[config.mk]
export PLATFORM = sky130hd
export DESIGN_NAME = fifo_lvl_trig
export DESIGN_NICKNAME = d
export VERILOG_FILES = /design/src/rtl/fifo_lvl_trig_pkg.sv /design/src/rtl/fifo_lvl_cfg.sv /design/src/rtl/fifo_lvl_dir.sv /design/src/rtl/fifo_lvl_trig.sv
export SDC_FILE = /design/constraint.sdc
export NUM_CORES = 1
export LEC_CHECK = 0
export BUFFER_PORTS_ARGS = -buffer_cell sky130_fd_sc_hd__buf_4
export CORE_MARGIN = 10
export CORE_UTILIZATION = 56
export CTS_BUF_LIST = sky130_fd_sc_hd__clkbuf_8
export DETAILED_ROUTE_END_ITERATION = 16
export PLACE_DENSITY = 0.9
export SLEW_MARGIN = 10
export SYNTH_ARGS = -nofsm -noshare
export SYNTH_HDL_FRONTEND = slang
export SYNTH_SLANG_ARGS = --single-unit
[constraint.sdc]
create_clock -name clk -period 4 [get_ports clk]
set_input_delay 0.4 -clock clk [delete_from_list [all_inputs] [get_ports clk]]
set_output_delay 0.4 -clock clk [all_outputs]
set_load 0.005 [all_outputs]
[src/rtl/fifo_lvl_trig_pkg.sv]
package fifo_lvl_trig_pkg;

    // Which side of the peripheral a detector serves; picks the compare rule.
    typedef enum logic {
        DIR_RX = 1'b0,
        DIR_TX = 1'b1
    } dir_e;

    localparam int unsigned NUM_DIR = 2;

endpackage

[src/rtl/fifo_lvl_cfg.sv]
module fifo_lvl_cfg
    import fifo_lvl_trig_pkg::*;
#(
    parameter int unsigned PW = 4
) (
    input  logic          clk,
    input  logic          rst_n,
    input  logic          we,
    input  logic          rx_ena_wr,
    input  logic [PW-1:0] rx_pt_wr,
    input  logic          tx_ena_wr,
    input  logic [PW-1:0] tx_pt_wr,
    output logic          ena_o [NUM_DIR],
    output logic [PW-1:0] pt_o  [NUM_DIR]
);

    typedef struct packed {
        logic          rx_ena;
        logic [PW-1:0] rx_pt;
        logic          tx_ena;
        logic [PW-1:0] tx_pt;
    } cfg_t;

    cfg_t cfg_d, cfg_q;

    always_comb begin
        cfg_d = cfg_q;
        if (we) begin
            cfg_d.rx_ena = rx_ena_wr;
            cfg_d.rx_pt  = rx_pt_wr;
            cfg_d.tx_ena = tx_ena_wr;
            cfg_d.tx_pt  = tx_pt_wr;
        end
    end

    always_ff @(posedge clk or negedge rst_n) begin
        if (!rst_n) begin
            cfg_q <= '0;
        end else begin
            cfg_q <= cfg_d;
        end
    end

    assign ena_o[DIR_RX] = cfg_q.rx_ena;
    assign pt_o[DIR_RX]  = cfg_q.rx_pt;
    assign ena_o[DIR_TX] = cfg_q.tx_ena;
    assign pt_o[DIR_TX]  = cfg_q.tx_pt;

endmodule

[src/rtl/fifo_lvl_dir.sv]
module fifo_lvl_dir
    import fifo_lvl_trig_pkg::*;
#(
    parameter dir_e        DIR   = DIR_RX,
    parameter int unsigned DEPTH = 16,
    parameter int unsigned LW    = $clog2(DEPTH + 1),
    parameter int unsigned PW    = $clog2(DEPTH)
) (
    input  logic          clk,
    input  logic          rst_n,
    input  logic          ena,
    input  logic [PW-1:0] pt,
    input  logic          push,
    input  logic          pop,
    input  logic [LW-1:0] level,
    input  logic          dma_en,
    input  logic          clr,
    output logic          flag,
    output logic          dma_req
);

    localparam int unsigned XW = LW + 1;
    localparam logic [XW-1:0] FULL = XW'(DEPTH);

    typedef struct packed {
        logic flag;
        logic dma;
    } st_t;

    st_t st_d, st_q;

    logic          push_only;
    logic          pop_only;
    logic [XW-1:0] lvl_x;
    logic [XW-1:0] lvl_nxt;
    logic [XW-1:0] pt_x;
    logic          hit;
    logic          meet;

    assign push_only = push & ~pop;
    assign pop_only  = pop & ~push;
    assign lvl_x     = XW'(level);
    assign pt_x      = XW'(pt);

    // Occupancy once this cycle's operation has landed.
    always_comb begin
        lvl_nxt = lvl_x;
        if (push_only && (lvl_x < FULL)) begin
            lvl_nxt = lvl_x + XW'(1);
        end else if (pop_only && (lvl_x != '0)) begin
            lvl_nxt = lvl_x - XW'(1);
        end
    end

    generate
        if (DIR == DIR_RX) begin : g_rx
            logic [XW-1:0] goal;
            assign goal = pt_x + XW'(1);
            assign hit  = ena & push_only & (lvl_x < FULL) & (lvl_nxt == goal);
            assign meet = ena & dma_en & (lvl_nxt >= goal);
        end else begin : g_tx
            assign hit  = ena & pop_only & (lvl_x != '0) & (lvl_nxt == pt_x);
            assign meet = ena & dma_en & (lvl_nxt <= pt_x);
        end
    endgenerate

    always_comb begin
        st_d      = st_q;
        st_d.flag = hit | (st_q.flag & ~clr);
        st_d.dma  = meet;
    end

    always_ff @(posedge clk or negedge rst_n) begin
        if (!rst_n) begin
            st_q <= '0;
        end else begin
            st_q <= st_d;
        end
    end

    assign flag    = st_q.flag;
    assign dma_req = st_q.dma;

endmodule

[src/rtl/fifo_lvl_trig.sv]
module fifo_lvl_trig
    import fifo_lvl_trig_pkg::*;
#(
    parameter int unsigned DEPTH = 16,
    parameter int unsigned LW    = $clog2(DEPTH + 1),
    parameter int unsigned PW    = $clog2(DEPTH)
) (
    input  logic          clk,
    input  logic          rst_n,
    input  logic          cfg_we,
    input  logic          cfg_rx_ena,
    input  logic [PW-1:0] cfg_rx_pt,
    input  logic          cfg_tx_ena,
    input  logic [PW-1:0] cfg_tx_pt,
    input  logic          rx_push,
    input  logic          rx_pop,
    input  logic [LW-1:0] rx_level,
    input  logic          tx_push,
    input  logic          tx_pop,
    input  logic [LW-1:0] tx_level,
    input  logic          rx_int_en,
    input  logic          tx_int_en,
    input  logic          rx_dma_en,
    input  logic          tx_dma_en,
    input  logic          rx_clr,
    input  logic          tx_clr,
    output logic          rx_flag,
    output logic          tx_flag,
    output logic          irq,
    output logic          rx_dma_req,
    output logic          tx_dma_req
);

    logic          ena_w   [NUM_DIR];
    logic [PW-1:0] pt_w    [NUM_DIR];
    logic          push_w  [NUM_DIR];
    logic          pop_w   [NUM_DIR];
    logic [LW-1:0] lvl_w   [NUM_DIR];
    logic          dmae_w  [NUM_DIR];
    logic          clr_w   [NUM_DIR];
    logic          flag_w  [NUM_DIR];
    logic          dreq_w  [NUM_DIR];
    logic          inte_w  [NUM_DIR];
    logic [NUM_DIR-1:0] irq_src;

    assign push_w[DIR_RX] = rx_push;
    assign pop_w[DIR_RX]  = rx_pop;
    assign lvl_w[DIR_RX]  = rx_level;
    assign dmae_w[DIR_RX] = rx_dma_en;
    assign clr_w[DIR_RX]  = rx_clr;
    assign inte_w[DIR_RX] = rx_int_en;
    assign push_w[DIR_TX] = tx_push;
    assign pop_w[DIR_TX]  = tx_pop;
    assign lvl_w[DIR_TX]  = tx_level;
    assign dmae_w[DIR_TX] = tx_dma_en;
    assign clr_w[DIR_TX]  = tx_clr;
    assign inte_w[DIR_TX] = tx_int_en;

    fifo_lvl_cfg #(
        .PW (PW)
    ) cfg_i (
        .clk       (clk),
        .rst_n     (rst_n),
        .we        (cfg_we),
        .rx_ena_wr (cfg_rx_ena),
        .rx_pt_wr  (cfg_rx_pt),
        .tx_ena_wr (cfg_tx_ena),
        .tx_pt_wr  (cfg_tx_pt),
        .ena_o     (ena_w),
        .pt_o      (pt_w)
    );

    generate
        for (genvar d = 0; d < NUM_DIR; d++) begin : g_dir
            fifo_lvl_dir #(
                .DIR   (dir_e'(d)),
                .DEPTH (DEPTH),
                .LW    (LW),
                .PW    (PW)
            ) dir_i (
                .clk     (clk),
                .rst_n   (rst_n),
                .ena     (ena_w[d]),
                .pt      (pt_w[d]),
                .push    (push_w[d]),
                .pop     (pop_w[d]),
                .level   (lvl_w[d]),
                .dma_en  (dmae_w[d]),
                .clr     (clr_w[d]),
                .flag    (flag_w[d]),
                .dma_req (dreq_w[d])
            );
            assign irq_src[d] = flag_w[d] & inte_w[d];
        end
    endgenerate

    assign rx_flag    = flag_w[DIR_RX];
    assign tx_flag    = flag_w[DIR_TX];
    assign rx_dma_req = dreq_w[DIR_RX];
    assign tx_dma_req = dreq_w[DIR_TX];
    assign irq        = |irq_src;

endmodule

After elaboration in Yosys (flattened, before gate mapping)
Cells that the tools add are included.
{ "word_totals": {"reg_bits": 14, "in_bits": 33, "out_inout_bits": 5, "wordCells": 56} }
{ "op_classes": {"n_addsub": 5, "magnitude_cmp": 4, "eq_ne": 2, "muxes": 4, "bitwise_logic": 26, "n_reduce_logical": 7} }
{ "op_table": {"columns": ["cell", "count"], "rows": [
  ["$mux W6", 4],
  ["$and A1 B1 Y1", 18],
  ["$add A5 B1 Y6 const B", 2],
  ["$reduce_bool A6 Y1", 2],
  ["$sub A5 B1 Y6 const B", 2],
  ["$lt A5 B5 Y1 const B", 2],
  ["$eq A6 B4 Y1", 1],
  ["$eq A6 B6 Y1", 1],
  ["$ge A6 B6 Y1", 1],
  ["$le A6 B4 Y1", 1],
  ["$not A1 Y1", 6],
  ["$add A4 B1 Y5 const B", 1],
  ["$logic_and A1 B1 Y1", 4],
  ["$or A1 B1 Y1", 2],
  ["$reduce_or A2 Y1", 1]
]} }

Depth between registers and ports, before layout
Gate-level depths: netlist of run 1.
{ "logic_depth": {"depth_word": 8, "mapped_depth": 11, "ltp_nobuf": 11} }

Hierarchy
Synthesis of run 1 repeated with hierarchy kept, for this count alone.
{ "unflattened": {"hier_cells": 122, "area_unflattened_um2": 1242.4} }
{ "modules_own_cells": {"columns": ["module", "n_inst", "cells_per_inst", "area_per_inst_um2", "seq_area_each_um2"], "rows": [
  ["fifo_lvl_dir at g_dir[0].dir_i", 1, 54, 434.2, 50.0],
  ["fifo_lvl_cfg", 1, 21, 411.6, 250.2],
  ["fifo_lvl_dir at g_dir[1].dir_i", 1, 46, 387.9, 50.0],
  ["fifo_lvl_trig", 1, 1, 8.8, 0.0]
]} }

Worst setup path before layout of run 1
Ideal clock, no wire load.
{ "synth_path": {"kind": "in2reg", "startpoint": "input port rx_level[0]", "endpoint": "register g_dir[0].dir_i.st_q, in the netlist g_dir[0].dir_i.dma_req", "setup_ps": 120, "arrival_ps": 2352, "required_time_ps": 3880, "setup_slack_ps": 1528, "stages": 11, "n_path_buf": 0, "path_cell_list": "inv_1 -> ha_1 -> inv_1 -> o41a_1 -> a22o_1 -> xor2_1 -> ha_1 -> and3_1 -> a21oi_1 -> nand2_1 -> o211a_1"} }
{ "synth_between": {"elab_chain_cells": 6} }
{ "synth_lines": {"columns": ["item", "line_no", "source"], "rows": [
  ["start: declaration", "fifo_lvl_trig.sv:17", "input logic [LW-1:0] rx_level,"],
  ["branches (longest 3 deep; another with $sub A5 B1 Y6)", null, null],
  ["$mux W6 *", "fifo_lvl_dir.sv:48", "if (push_only && (lvl_x < FULL)) begin"],
  ["$ge A6 B6 Y1 *", "fifo_lvl_dir.sv:60", "assign meet = ena & dma_en & (lvl_nxt >= goal);"],
  ["$and A1 B1 Y1 *", "fifo_lvl_dir.sv:60", null],
  ["named net g_dir[0].dir_i.meet", "fifo_lvl_dir.sv:38", "logic meet;"],
  ["end signal: assignment", "fifo_lvl_dir.sv:77", "st_q <= st_d;"],
  ["end: declaration", "fifo_lvl_dir.sv:30", "st_t st_d, st_q;"]
]} }
Mark *: on every way through the listed nets, which the timed path passes.
A chain may end at the register's enable or synchronous reset.

Worst setup path after layout of run 1
Ends and elaborated chain as after synthesis.

==> results.yml, run 1 <==
status:
  status: "complete, no violations"
grt:
  grt-busiest-layer: "met2"
  grtUsageMet1_pct: 14.0
  grt_pass1_vias: 1129
  gr-usage-all-layers_pct: 13.4
  grt_max_degree: 15
  grt-ovfl-total: 0
  antenna_found_initial: 0
  grt_pass1_wl_mm: 4.70
  met3_usage_pct: 4.92
  grt.met2_usage_pct: 23.5
worst_setup_path:
  worstReg2RegStart: "cfg_i.pt_o[4]"
  path_cells: "buf_4 > inv_1 > ha_1 > inv_1 > o41a_1 > a22o_1 > xor2_1 > ha_1 > and3_1 > a21oi_1 > nand2_1 > o211a_1"
  start_kind: "input port"
  r2r_end: "g_dir[0].dir_i.dma_req"
  cp.depth: 12
  critPathBufInv: 3
  critPathKind: "input port to flip-flop"
  reg2reg_slack_ns: 2.20
  r2r_cells: 7
  end_kind: "flip-flop"
  crit_path_max_incr_delay_ns: 0.43
  cp_slowest_cell: "o41a_1"
  cp_data_required_time_ns: 4.14
  crit_fanout: 5
  arrival_ns: 2.67
  cp_top_family: "compound AO/OA/AOI/OAI gates"
floorplanning:
  core_area_mm2: 0.00196
  die_w_um: 65.3
  fp-row-count: 16
  die_height_um: 65.3
  start_util_pct: 58.5
  pin_count: 38
  die_area_mm2: 0.00426
timing:
  finalSetupTns_ns: 0
  setup_viol: 0
  drv_slew: 0
  finalHoldViolations: 0
  period_share_pct: 63.2
  rsz0062_at_grt: "false"
  finClkSkew_ns: 0.00830
  post-route-min-period_ns: 2.53
  timing.fmax_mhz: 396
  tightestPinTransition_ns: 0.674
  fin_ws_ns: 1.47
  maxSlewHeadroom_pct: 55.0
  holdWs_ns: 0.353
yosys:
  synth_largest_area_cell: "dfrtp_1"
  synth_common_cells: "14 x dfrtp_1, 14 x ha_1, 12 x inv_1, 12 x o21ai_0, 11 x nand2_1"
  synth-async-reset-ratio_pct: 100
  yosys-top-cells-area: "dfrtp_1 31%, ha_1 15%, mux2_2 5.9%"
  synth_cells: 127
  synth_edf_count: 0
  ys.flop_type: "dfrtp_1"
  ys_warn_count: 0
  syn-num-nets: 174
  synth_seq_cells: 14
  yosysTopAreaCellShare_pct: 30.5
  post_synth_num_cell_types: 34
  avgSynthCellArea_um2: 9.03
  syn_area_mm2: 0.00115
  ys_seq_area_share_pct: 30.5
layout:
  fin_area_mm2: 0.00152
  fillers: 134
  layout.area.seq_um2: 350
  antennaDiodeCount: 0
  stdcell_count: 195
  utilization_pct: 77.5
  fin_nets: 216
  syn_to_final_growth_pct: 32.5
  multiInputGateArea_um2: 748
  drive_gt1_share_pct: 29.8
route:
  drt-initial-drc-count: 72
  drcViolationCount: 0
  num_vias: 1104
  vias_per_cell: 5.66
  drt-total-wl_mm: 2.91
  drtPass1Iterations: 4
  wl_per_cell_um: 14.9
  antenna_left: 0
worst_hold_path:
  worst_hold_path.num_cells: 3
  hold_class: "input port to flip-flop"
  hold_end: "cfg_i.pt_o[2]"
  holdCritStartpoint: "cfg_tx_pt[2]"
power:
  power_uw: 432
  vdd.ir_drop.worst_uv: 244
  p_per_area_mw_per_mm2: 284
  leakage_nw: 0.748
clock_network:
  ctsLongestPathBuffers: 2
  cts_resized: 0
  root_buffer: "clkbuf_8"
  numClockSinks: 14
  cts.htree.levels: 1
  clk_pin_slew_worst_paths_ns: 0.06
  cts_buffers: 3
  cts_tree: "done"
  cts_setup_buffers: 0
  clk_latency_ns: 0.25
placement:
  dp.cells: 190
  place.gp.congestion: 0.912
  pre_cts_ws_ns: 1.22
  placed_area_mm2: 0.00146
  io_buffers: 37
  dp_hpwl_mm: 2.42
flow_run:
  cap_violations: 0
==> registers in the layout, indices dropped and copies added (netlist names) <==
name and flops:
g_dir.dir_i.flag 2, cfg_i.ena_o 2, cfg_i.pt_o 8, g_dir.dir_i.dma_req 2
==> cells by family (layout without fill, tap and decap cells) <==
kind of cell | count (synthesis) | count (layout) | synth area share, %
xor+xnor | 8 | 8 | 6.11
simple gates | 41 | 41 | 19.6
buf+inv | 13 | 54 | 4.25
fa+ha+maj | 14 | 14 | 15.3
compound gates | 31 | 31 | 18.3
flops | 14 | 14 | 30.5
mux | 6 | 6 | 5.89
==> tightest hold or removal path: stages <==
cell and delay [ns]:
buf_4 0.07, nand2_1 0.04, o21ai_0 0.06
==> layout make-up <==
type / instances / share of cell area [%]
Clock buffer: 4 / 3.62
Inverter: 12 / 2.96
Multi-Input combinational cell: 100 / 49.2
Sequential cell: 14 / 23.0
Tap cell: 27 / 2.22
Timing Repair Buffer: 38 / 18.9
==> per-layer routing <==
layer  routed length, um  up-vias
li1                    -      539
met1                1180      524
met2                1450       32
met3                 194        9
met4                  85        0
met5                   0        -
==> how the worst max path moves through the flow <==
stage | start | end | slack (ns)
global placement | tx_level[0] | g_dir[1].dir_i.flag | 1.34
floorplan | rx_level[0] | g_dir[0].dir_i.dma_req | 1.53
detailed placement | rx_level[0] | g_dir[0].dir_i.dma_req | 1.22
CTS | rx_level[0] | g_dir[0].dir_i.dma_req | 1.48
finish | rx_level[0] | g_dir[0].dir_i.dma_req | 1.47
global route | tx_level[0] | g_dir[1].dir_i.flag | 1.24
==> cell usage in the layout (no fill, tap or decap), types with 2 or more instances in the layout <==
| cell | count |
|---|---|
| nand4_1 | 3 |
| nand2_1 | 11 |
| clkbuf_8 | 4 |
| nand3_1 | 6 |
| o21ai_0 | 12 |
| inv_1 | 12 |
| buf_4 | 37 |
| and3_1 | 2 |
| nor2_1 | 4 |
| a21oi_1 | 5 |
| mux2_2 | 6 |
| dfrtp_1 | 14 |
| nor3_1 | 2 |
| a21boi_0 | 2 |
| a22o_1 | 2 |
| ha_1 | 14 |
| nor2b_1 | 4 |
| nand2b_1 | 3 |
| xor2_1 | 3 |
| o41ai_1 | 2 |
| xnor2_1 | 5 |
==> what timing repair did <==
item | in CTS | in global routing
endpoints found under the hold margin | 14 | 0
hold buffers | 1 | 0
endpoints found under the setup margin | 0 | 0
==> where the power goes <==
part           leakage, nW  internal (mW)  total [mW]  switching (mW)
Combinational        0.546         0.0676       0.132          0.0643
Clock               0.0288         0.0873       0.140          0.0525
Sequential           0.174          0.153       0.160         0.00705
(Power assumes the default switching activity.)
==> run 2, diff against run 1 <==
--- a/config.mk
+++ b/config.mk
@@ -7,10 +7,10 @@
 export LEC_CHECK = 0
 export BUFFER_PORTS_ARGS = -buffer_cell sky130_fd_sc_hd__buf_4
 export CORE_MARGIN = 10
-export CORE_UTILIZATION = 56
+export CORE_UTILIZATION = 47
 export CTS_BUF_LIST = sky130_fd_sc_hd__clkbuf_8
 export DETAILED_ROUTE_END_ITERATION = 16
-export PLACE_DENSITY = 0.9
+export PLACE_DENSITY = 0.81
 export SLEW_MARGIN = 10
 export SYNTH_ARGS = -nofsm -noshare
 export SYNTH_HDL_FRONTEND = slang
==> constraint.sdc (replaced) <==
create_clock -name clk -period 2.3 [get_ports clk]
set_input_delay 0.23 -clock clk [delete_from_list [all_inputs] [get_ports clk]]
set_output_delay 0.23 -clock clk [all_outputs]
set_load 0.005 [all_outputs]
==> results.yml, run 2 (synthesized netlist as in run 1, its figures left out) <==
status:
  status: "complete, no violations"
layout:
  syn_to_final_growth_pct: 40.0
  fillers: 184
  antennaDiodeCount: 0
  stdcell_count: 207
  fin_nets: 227
  final_cell_mix: "48 x buf_4, 14 x dfrtp_1, 13 x ha_1, 12 x inv_1"
  largest_reg_flops: 8
  final_common_cell: "buf_4"
  layout.area.seq_um2: 350
  multiInputGateArea_um2: 751
  drive_gt1_share_pct: 34.6
  utilization_pct: 70.6
worst_hold_path:
  hold_end: "cfg_i.pt_o[1]"
  worst_hold_path.num_cells: 3
  holdCritStartpoint: "cfg_tx_pt[1]"
  hold_class: "input port to flip-flop"
timing:
  tightestPinTransition_ns: 0.402
  setup_viol: 0
  post-route-min-period_ns: 2.25
  finClkSkew_ns: 0.00213
  drv_slew: 0
  rsz0062_at_grt: "true"
  timing.fmax_mhz: 445
  holdWs_ns: 0.197
  finalHoldViolations: 0
  maxSlewHeadroom_pct: 73.1
  period_share_pct: 97.8
  fin_ws_ns: 0.0517
  finalSetupTns_ns: 0
placement:
  io_buffers: 37
  dp.cells: 201
  dp_hpwl_mm: 2.55
  pre_cts_ws_ns: -0.236
  place.gp.congestion: 0.780
worst_setup_path:
  start_kind: "input port"
  critPathKind: "input port to flip-flop"
  worstReg2RegStart: "cfg_i.pt_o[4]"
  end_kind: "flip-flop"
  r2r_cells: 7
  cp_data_required_time_ns: 2.43
  arrival_ns: 2.38
  crit_fanout: 5
  reg2reg_slack_ns: 0.48
  r2r_end: "g_dir[0].dir_i.dma_req"
power:
  net-switching-power_uw: 203
  p_per_area_mw_per_mm2: 467
  combPwrFrac_pct: 32.0
  switching_share_pct: 27.0
  power_frac_seq_pct: 37.2
  p_clk_share_pct: 30.8
  vdd.ir_drop.worst_uv: 519
  p_int_uw: 548
  leakage_nw: 0.800
clock_network:
  cts_buffers: 3
  clk_latency_ns: 0.24
  root_buffer: "clkbuf_8"
  numClockSinks: 14
  cts_tree: "done"
  clk_pin_slew_worst_paths_ns: 0.05
  cts.htree.levels: 1
  ctsLongestPathBuffers: 2
floorplanning:
  die_area_mm2: 0.00482
  pin_count: 38
  start_util_pct: 50.4
  fp-row-count: 17
  die_height_um: 69.4
  core_area_mm2: 0.00228
  die_w_um: 69.4
grt:
  grt_pass1_wl_mm: 5.11
  antenna_found_initial: 0
  grt_pass1_vias: 1157
  gr-usage-all-layers_pct: 12.2
  grt_max_degree: 15
  grt-ovfl-total: 0
route:
  num_vias: 1125
  drt-initial-drc-count: 38
  met1_length_mm: 1.22
  drcViolationCount: 0
  drt-total-wl_mm: 2.93
  dr.max_layer_used: "met4"
  drtPass1Iterations: 4
  antenna_left: 0
  vias_per_cell: 5.43
  wl_per_cell_um: 14.2
  wl_met2_mm: 1.49
  route.met3.wl_um: 196
flow_run:
  cap_violations: 0
run 2: area by class of cell:
| type | count | area share, % |
|---|---|---|
| tap | 28 | 2.18 |
| timing repair buffer | 49 | 23.1 |
| multi-input combinational | 100 | 46.7 |
| sequential | 14 | 21.8 |
| clock buffer | 4 | 3.43 |
| inverter | 12 | 2.80 |
run 2: worst max-delay path, cell delays in order:
cell and delay (ns):
buf_4 0.11, inv_1 0.09, ha_2 0.19, inv_1 0.04
o41a_1 0.37, a22o_1 0.25, xor2_1 0.15, ha_1 0.30
and3_1 0.20, a21oi_1 0.14, nand2_1 0.08, o211a_1 0.22
run 2: repair_timing:
| action | in CTS | in global routing |
|---|---|---|
| setup buffers | 0 | 1 |
| hold buffers | 1 | 0 |
| endpoints found under the hold margin | 14 | 0 |
| gates resized for setup | 0 | 1 |
| endpoints found under the setup margin | 0 | 3 |
run 2: worst max path at each step:
stage                      from                      to  slack (ns)  depth (start not counted)
floorplan           rx_level[0]  g_dir[0].dir_i.dma_req       0.001                         11
global placement    rx_level[0]  g_dir[0].dir_i.dma_req        -0.1                         12
detailed placement  rx_level[0]  g_dir[0].dir_i.dma_req       -0.24                         12
CTS                 rx_level[0]  g_dir[0].dir_i.dma_req        0.01                         12
global route        rx_level[0]  g_dir[0].dir_i.dma_req       -0.04                         12
finish              rx_level[0]  g_dir[0].dir_i.dma_req        0.05                         12
run 2: power groups by stage:
| stage | combinational [mW] | clock (mW) | sequential (mW) |
|---|---|---|---|
| global placement | 0.225 | 0 | 0.282 |
| detailed placement | 0.238 | 0 | 0.284 |
| CTS | 0.241 | 0.240 | 0.279 |
| global route | 0.273 | 0.252 | 0.282 |
| floorplan | 0.128 | 0 | 0.280 |
| finish | 0.240 | 0.231 | 0.279 |
run 2: stage by stage:
step                total power [mW]  cell area (um2)
global placement               0.507             1530
CTS                            0.761             1600
finish                         0.751             1610
global route                   0.807             1610
detailed placement             0.521             1530
floorplan                      0.408             1150
run 2: metal layers:
metal	vias up	GRT usage, %
met5	-	0
met2	29	20.8
met4	0	3.10
met1	523	13.8
met3	6	4.85
li1	567	-
